**src/rtl/iso_pkg.sv**
```systemverilog
package iso_pkg;

    typedef enum logic [1:0] {
        ST_IDLE = 2'd0,
        ST_HIGH = 2'd1,
        ST_LOW  = 2'd2
    } iso_state_e;

endpackage

```
**src/rtl/iso_baud_regs.sv**
```systemverilog
module iso_baud_regs #(
    parameter int BAUD_W = 24,
    parameter int REG_W  = 8,
    parameter int SEL_W  = 2
) (
    input  logic              clk,
    input  logic              rst,
    input  logic              we,
    input  logic [SEL_W-1:0]  sel,
    input  logic [REG_W-1:0]  wdata,
    output logic [BAUD_W-1:0] baud
);
    localparam int NREG = BAUD_W / REG_W;

    for (genvar g = 0; g < NREG; g++) begin : g_byte
        logic [REG_W-1:0] byte_q;

        always_ff @(posedge clk) begin
            if (rst) begin
                byte_q <= '0;
            end else if (we && sel == SEL_W'(g)) begin
                byte_q <= wdata;
            end
        end

        assign baud[g*REG_W +: REG_W] = byte_q;
    end
endmodule

```
**src/rtl/iso_phase_calc.sv**
```systemverilog
module iso_phase_calc #(
    parameter int BAUD_W = 24
) (
    input  logic [BAUD_W-1:0] baud,
    output logic [BAUD_W-1:0] hi_m1,
    output logic [BAUD_W-1:0] lo_m1
);
    localparam int PW = BAUD_W + 1;

    logic [PW-1:0] period;
    logic [PW-1:0] hi_len;
    logic [PW-1:0] lo_len;

    always_comb begin
        period = (baud == '0) ? PW'(2) : ({1'b0, baud} + PW'(1));
        // odd period: the extra clock goes to the high phase
        hi_len = (period + PW'(1)) >> 1;
        lo_len = period >> 1;
        hi_m1  = BAUD_W'(hi_len - PW'(1));
        lo_m1  = BAUD_W'(lo_len - PW'(1));
    end
endmodule

```
**src/rtl/iso_rx_sync.sv**
```systemverilog
module iso_rx_sync #(
    parameter int STAGES = 2
) (
    input  logic clk,
    input  logic rst,
    input  logic din,
    output logic dout
);
    logic [STAGES-1:0] chain_q;

    always_ff @(posedge clk) begin
        if (rst) begin
            chain_q <= '1;
        end else begin
            chain_q <= {chain_q[STAGES-2:0], din};
        end
    end

    assign dout = chain_q[STAGES-1];
endmodule

```
**src/rtl/iso_frame_fsm.sv**
```systemverilog
module iso_frame_fsm
    import iso_pkg::*;
#(
    parameter int BAUD_W = 24,
    parameter int DATA_W = 8
) (
    input  logic              clk,
    input  logic              rst,
    input  logic [BAUD_W-1:0] hi_m1_i,
    input  logic [BAUD_W-1:0] lo_m1_i,
    input  logic [DATA_W-1:0] tx_data,
    input  logic              tx_valid,
    output logic              tx_ready,
    input  logic              rx_in,
    output logic [DATA_W-1:0] rx_data,
    output logic              rx_valid,
    output logic              sclk,
    output logic              txd
);
    localparam int BW = (DATA_W > 1) ? $clog2(DATA_W) : 1;

    iso_state_e        state_q, state_d;
    logic [BAUD_W-1:0] cnt_q;
    logic [BAUD_W-1:0] hi_m1_q, lo_m1_q;
    logic [BW-1:0]     bit_q;
    logic [DATA_W-1:0] tx_sh_q, rx_sh_q;
    logic              cnt_zero, last_bit;

    assign cnt_zero = (cnt_q == '0);
    assign last_bit = (bit_q == BW'(DATA_W - 1));
    assign tx_ready = (state_q == ST_IDLE);

    // next-state logic
    always_comb begin
        state_d = state_q;
        unique case (state_q)
            ST_IDLE: if (tx_valid) state_d = ST_HIGH;
            ST_HIGH: if (cnt_zero) state_d = ST_LOW;
            ST_LOW:  if (cnt_zero) state_d = last_bit ? ST_IDLE : ST_HIGH;
            default: state_d = ST_IDLE;
        endcase
    end

    // state register
    always_ff @(posedge clk) begin
        if (rst) state_q <= ST_IDLE;
        else     state_q <= state_d;
    end

    // outputs and datapath
    always_ff @(posedge clk) begin
        if (rst) begin
            cnt_q    <= '0;
            hi_m1_q  <= '0;
            lo_m1_q  <= '0;
            bit_q    <= '0;
            tx_sh_q  <= '0;
            rx_sh_q  <= '0;
            rx_data  <= '0;
            rx_valid <= 1'b0;
            sclk     <= 1'b0;
            txd      <= 1'b1;
        end else begin
            rx_valid <= 1'b0;
            unique case (state_q)
                ST_IDLE: begin
                    if (tx_valid) begin
                        hi_m1_q <= hi_m1_i;
                        lo_m1_q <= lo_m1_i;
                        cnt_q   <= hi_m1_i;
                        bit_q   <= '0;
                        tx_sh_q <= tx_data >> 1;
                        txd     <= tx_data[0];
                        sclk    <= 1'b1;
                    end
                end
                ST_HIGH: begin
                    if (cnt_zero) begin
                        sclk    <= 1'b0;
                        cnt_q   <= lo_m1_q;
                        rx_sh_q <= {rx_in, rx_sh_q[DATA_W-1:1]};
                        if (last_bit) begin
                            rx_data  <= {rx_in, rx_sh_q[DATA_W-1:1]};
                            rx_valid <= 1'b1;
                        end
                    end else begin
                        cnt_q <= cnt_q - 1'b1;
                    end
                end
                ST_LOW: begin
                    if (cnt_zero) begin
                        if (last_bit) begin
                            txd <= 1'b1;
                        end else begin
                            sclk    <= 1'b1;
                            txd     <= tx_sh_q[0];
                            tx_sh_q <= tx_sh_q >> 1;
                            cnt_q   <= hi_m1_q;
                            bit_q   <= bit_q + 1'b1;
                        end
                    end else begin
                        cnt_q <= cnt_q - 1'b1;
                    end
                end
                default: ;
            endcase
        end
    end

    // a frame starts only after a handshake in the previous cycle
    p_start_handshake_r6: assert property (@(posedge clk) disable iff (rst)
        (state_q == ST_HIGH && $past(state_q) == ST_IDLE) |-> $past(tx_valid));

    // within a frame txd only moves together with a rising sclk
    p_txd_on_rise_r7: assert property (@(posedge clk) disable iff (rst)
        (state_q != ST_IDLE && $past(state_q) != ST_IDLE && !$rose(sclk))
            |-> $stable(txd));

    // latched phase lengths are frozen for the whole frame
    p_divisor_frozen_r10: assert property (@(posedge clk) disable iff (rst)
        (state_q != ST_IDLE && $past(state_q) != ST_IDLE)
            |-> ($stable(hi_m1_q) && $stable(lo_m1_q)));
endmodule

```
**src/rtl/iso_serial_unit.sv**
```systemverilog
module iso_serial_unit #(
    parameter  int BAUD_W      = 24,
    parameter  int REG_W       = 8,
    parameter  int DATA_W      = 8,
    parameter  int SYNC_STAGES = 2,
    localparam int NREG        = BAUD_W / REG_W,
    localparam int SEL_W       = (NREG > 1) ? $clog2(NREG + 1) : 1
) (
    input  logic              clk,
    input  logic              rst,
    input  logic              baud_we,
    input  logic [SEL_W-1:0]  baud_sel,
    input  logic [REG_W-1:0]  baud_wdata,
    input  logic [DATA_W-1:0] tx_data,
    input  logic              tx_valid,
    output logic              tx_ready,
    output logic [DATA_W-1:0] rx_data,
    output logic              rx_valid,
    output logic              sclk,
    output logic              txd,
    input  logic              rxd
);
    logic [BAUD_W-1:0] baud;
    logic [BAUD_W-1:0] hi_m1, lo_m1;
    logic              rx_s;

    iso_baud_regs #(.BAUD_W(BAUD_W), .REG_W(REG_W), .SEL_W(SEL_W)) u_regs (
        .clk   (clk),
        .rst   (rst),
        .we    (baud_we),
        .sel   (baud_sel),
        .wdata (baud_wdata),
        .baud  (baud)
    );

    iso_phase_calc #(.BAUD_W(BAUD_W)) u_phase (
        .baud  (baud),
        .hi_m1 (hi_m1),
        .lo_m1 (lo_m1)
    );

    iso_rx_sync #(.STAGES(SYNC_STAGES)) u_sync (
        .clk  (clk),
        .rst  (rst),
        .din  (rxd),
        .dout (rx_s)
    );

    iso_frame_fsm #(.BAUD_W(BAUD_W), .DATA_W(DATA_W)) u_fsm (
        .clk      (clk),
        .rst      (rst),
        .hi_m1_i  (hi_m1),
        .lo_m1_i  (lo_m1),
        .tx_data  (tx_data),
        .tx_valid (tx_valid),
        .tx_ready (tx_ready),
        .rx_in    (rx_s),
        .rx_data  (rx_data),
        .rx_valid (rx_valid),
        .sclk     (sclk),
        .txd      (txd)
    );

    // whenever the block is ready the line is quiet
    p_idle_lines_r5: assert property (@(posedge clk) disable iff (rst)
        tx_ready |-> (!sclk && txd));

    // the receive strobe never lasts two cycles
    p_rx_strobe_single_r9: assert property (@(posedge clk) disable iff (rst)
        rx_valid |=> !rx_valid);
endmodule

```
**config.mk**
```make
export PLATFORM = sky130hd
export DESIGN_NAME = iso_serial_unit
export DESIGN_NICKNAME = d
export VERILOG_FILES = /design/src/rtl/iso_pkg.sv /design/src/rtl/iso_baud_regs.sv /design/src/rtl/iso_phase_calc.sv /design/src/rtl/iso_rx_sync.sv /design/src/rtl/iso_frame_fsm.sv /design/src/rtl/iso_serial_unit.sv
export SDC_FILE = /design/constraint.sdc
export NUM_CORES = 1
export LEC_CHECK = 0
export BUFFER_PORTS_ARGS = -buffer_cell sky130_fd_sc_hd__clkbuf_2
export CAP_MARGIN = 20
export CORE_MARGIN = 2
export CORE_UTILIZATION = 30
export DETAILED_ROUTE_END_ITERATION = 7
export GPL_TIMING_DRIVEN = 0
export PLACE_DENSITY = 0.42
export SYNTH_ARGS = -nofsm -noshare
export SYNTH_HDL_FRONTEND = slang
export SYNTH_SLANG_ARGS = --single-unit
```
**constraint.sdc**
```tcl
create_clock -name clk -period 5.71 [get_ports clk]
set_input_delay 1.142 -clock clk [delete_from_list [all_inputs] [get_ports clk]]
set_output_delay 1.142 -clock clk [all_outputs]
set_load 0.01 [all_outputs]
```
==> flow_metrics.py <==
metrics = {
    "job": {
        "cap_viol_max_count": 0,
    },
    "synthesis": {
        "syn_avg_cell_area_um2": 7.60,
        "synth-edff-count": 0,
        "yosys_warnings": 0,
        "synth_top_area_share_pct": 29.5,
        "syn_inst": 1142,
        "yosysTopAreaCell": "dfxtp_1",
        "synth_ff_type": "dfxtp_1",
        "synth_area_leaders": "dfxtp_1, xnor2_1, nor2_1",
        "async_flop_share_pct": 0,
        "ys_types": 93,
        "synth_nets": 1179,
        "ys_seq_elements": 128,
        "ys_seq_area_share_pct": 29.5,
        "syn-cell-area_um2": 8680,
    },
    "global_routing": {
        "grt-ovfl-total": 0,
        "track_usage_pct": 20.6,
        "grt_pass1_vias": 7949,
        "grt_pass1_wl_mm": 48.3,
        "grt_start_max_net_pins": 17,
        "antenna_found_initial": 0,
    },
    "worst_setup_path": {
        "cp_max_fo": 10,
        "cp.arrival_ps": 5640,
        "crit_path_end_kind": "flop",
        "required_ps": 6080,
        "start_kind": "flop",
        "path_class": "flop to flop",
    },
    "clocking": {
        "htreeDepth": 4,
        "cts_buffer_depth": 2,
        "cts_tree": "done",
        "cts_buffers": 17,
        "clkTransAtPathRegs_ps": 70,
        "ctsHoldBuffers": 0,
        "clock-sinks": 128,
        "worstSkewPairLatency_ps": 430,
        "cts-root-buf": "clkbuf_16",
        "post_cts_resized": 0,
        "postCtsSetupBuffers": 0,
    },
    "timing": {
        "timing.hold.ws_ps": 417,
        "worst_slack_ps": 445,
        "max_slew_margin_pct": 34.0,
        "rsz0062_at_grt": "no",
        "slew_viol_final": 0,
        "hold_viol_final": 0,
        "period_needed_ps": 5270,
        "finalCritPeriodShare_pct": 92.2,
        "fmax_mhz": 190,
        "tns_ps": 0,
        "setup_viol": 0,
        "worst_pin_slew_ps": 990,
        "skew_ps": 16.7,
    },
    "finish": {
        "nets": 1231,
        "final_layout_size_suffix_gt1_share_pct": 10.6,
        "num_antenna_cells": 0,
        "syn_to_final_growth_pct": 14.7,
    },
    "worst_hold_path": {
        "hold_path.class": "flop to flop",
    },
    "routing": {
        "drt_first_pass_iters": 5,
        "via_per_inst": 5.23,
        "drc": 0,
        "vias": 8308,
        "wl_mm": 31.0,
        "wire_per_inst_um": 19.5,
        "drtAntennaViolNets": 0,
        "dr.first_iter.drc_count": 562,
    },
    "placement": {
        "gp_congestion": 0.813,
        "hpwl_mm": 24.3,
        "place_ws_ps": 128,
        "numPortBuffers": 33,
    },
    "floorplan": {
        "chipHeight_um": 174,
        "core_area_um2": 28600,
        "io_pins": 35,
        "initial_core_util_pct": 30.3,
        "fp.dieW_um": 174,
        "rows": 62,
        "dieArea_um2": 30300,
    },
    "power_and_ir_drop": {
        "p_leak_uw": 0.00374,
        "worst_ir_drop_vdd_mv": 0.156,
        "power_density_nw_per_um2": 345,
    },
    "run_status": {
        "status": "complete, no violations",
    },
}
==> state kept, by name, summed over array words and instances, names as in the netlist <==
signal	cells
u_fsm.bit_q	3
u_fsm.cnt_q	24
u_fsm.hi_m1_q	24
u_fsm.lo_m1_q	24
u_fsm.rx_data	8
u_fsm.rx_sh_q	7
u_fsm.rx_valid	1
u_fsm.sclk	1
u_fsm.state_q	2
u_fsm.tx_sh_q	7
u_fsm.txd	1
u_regs.g_byte.byte_q	24
u_sync.chain_q	2
==> critical path, cell delays in order, from the launching register on <==
cell and delay [ps]:
dfxtp_1 370, nor4_1 550, nand4_1 390, nor2_1 240, nor2_1 60, ha_1 170, clkbuf_1 210, and3_1 240
a32o_1 230, a31oi_1 420, nor3_1 150, a311oi_2 460, nand4_1 320, nor2_2 250, and3b_1 190, buf_4 150
nor4bb_1 60, nor4_2 540, a22o_1 190
==> where the power goes <==
group          switching, uW  internal (uW)  total [uW]
clock                    453            729        1180
sequential              83.2            992        1070
combinational            759            417        1180
==> worst paths after layout <==
| kind | from | endpoint | slack (ps) | depth (start not counted) |
|---|---|---|---|---|
| max reg2reg | u_regs.g_byte[1].byte_q[7] | u_fsm.cnt_q[21] | 440 | 18 |
| max | u_regs.g_byte[1].byte_q[7] | u_fsm.cnt_q[21] | 440 | 18 |
| min reg2reg | u_sync.chain_q[0] | u_sync.chain_q[1] | 420 | 1 |
| min | u_sync.chain_q[0] | u_sync.chain_q[1] | 420 | 1 |
==> Yosys cell counts, types with 3 or more instances <==
master    instances
buf_4             7
clkbuf_1         55
or2_2             7
o21ai_0          68
a211oi_1         23
nand4_1          20
o31ai_1           7
ha_1             14
o22ai_1           9
xor2_1           26
nor2b_1          10
a22oi_1           5
nor2_1          142
and3_1           13
nand2b_1          8
o221ai_1          9
nand3_1          28
nand2_1         117
nor4_1           16
inv_1            22
dfxtp_1         128
or4_1             7
a21oi_1         100
o21a_1            4
or3_1            11
o211ai_1          7
o21ai_1           4
and2_1           12
xnor2_1          63
mux2i_1          41
nand3b_1          8
nor3_1           37
a32oi_1           4
a221oi_1          4
nor2_2            4
a31oi_1           5
buf_1             4
buf_2            14
and4_1            9
a21o_1            3
==> routing by layer <==
layer,routed length (um),up-vias,GRT usage [%],share of wire (%)
met4,697,0,6.41,2.2
met5,0,-,0,0
met3,958,37,2.52,3.1
met1,14900,3909,27.6,48
met2,14500,159,34.6,47
li1,-,4203,-,-
==> cells by family after synthesis <==
logic type | Yosys count | share of synthesized area, %
xor+xnor | 91 | 9.35
simple gates | 472 | 27.3
fa+ha+maj | 14 | 2.02
buf+inv | 103 | 5.04
mux | 41 | 4.73
flops | 128 | 29.5
compound gates | 293 | 22.0
==> layout make-up <==
class	instances	area, um2
Inverter	22	82.6
Timing Repair Buffer	33	165
Sequential cell	128	2560
Fill cell	3086	18700
Tap cell	384	480
Clock buffer	17	425
Clock inverter	13	188
Multi-Input combinational cell	911	5700
Buffer	81	355
==> per-stage QoR <==
step | total power (uW) | utilization (%) | area [um2] | instances
finish | 3430 | 34.8 | 9960 | 1589
global route | 3640 | 34.8 | 9960 | 1589
CTS | 3450 | 34.7 | 9940 | 1589
detailed placement | 2250 | 32.6 | 9330 | 1559
global placement | 2260 | 32.6 | 9330 | 1559
floorplan | 1900 | - | 8680 | 1142
==> layout by cell type, fill, tap and decap left out, types with 15 or more instances in the layout <==
cell and instances:
inv_1 22, clkbuf_1 55, nand3_1 28, nor2_1 142, a211oi_1 23, nor4_1 15
xor2_1 26, a21oi_1 100, nor3_1 36, clkbuf_16 17, clkbuf_2 33, dfxtp_1 128
nand4_1 20, nand2_1 117, o21ai_0 68, mux2i_1 41, xnor2_1 63
Note: power is estimated with default switching activity, not from simulation.
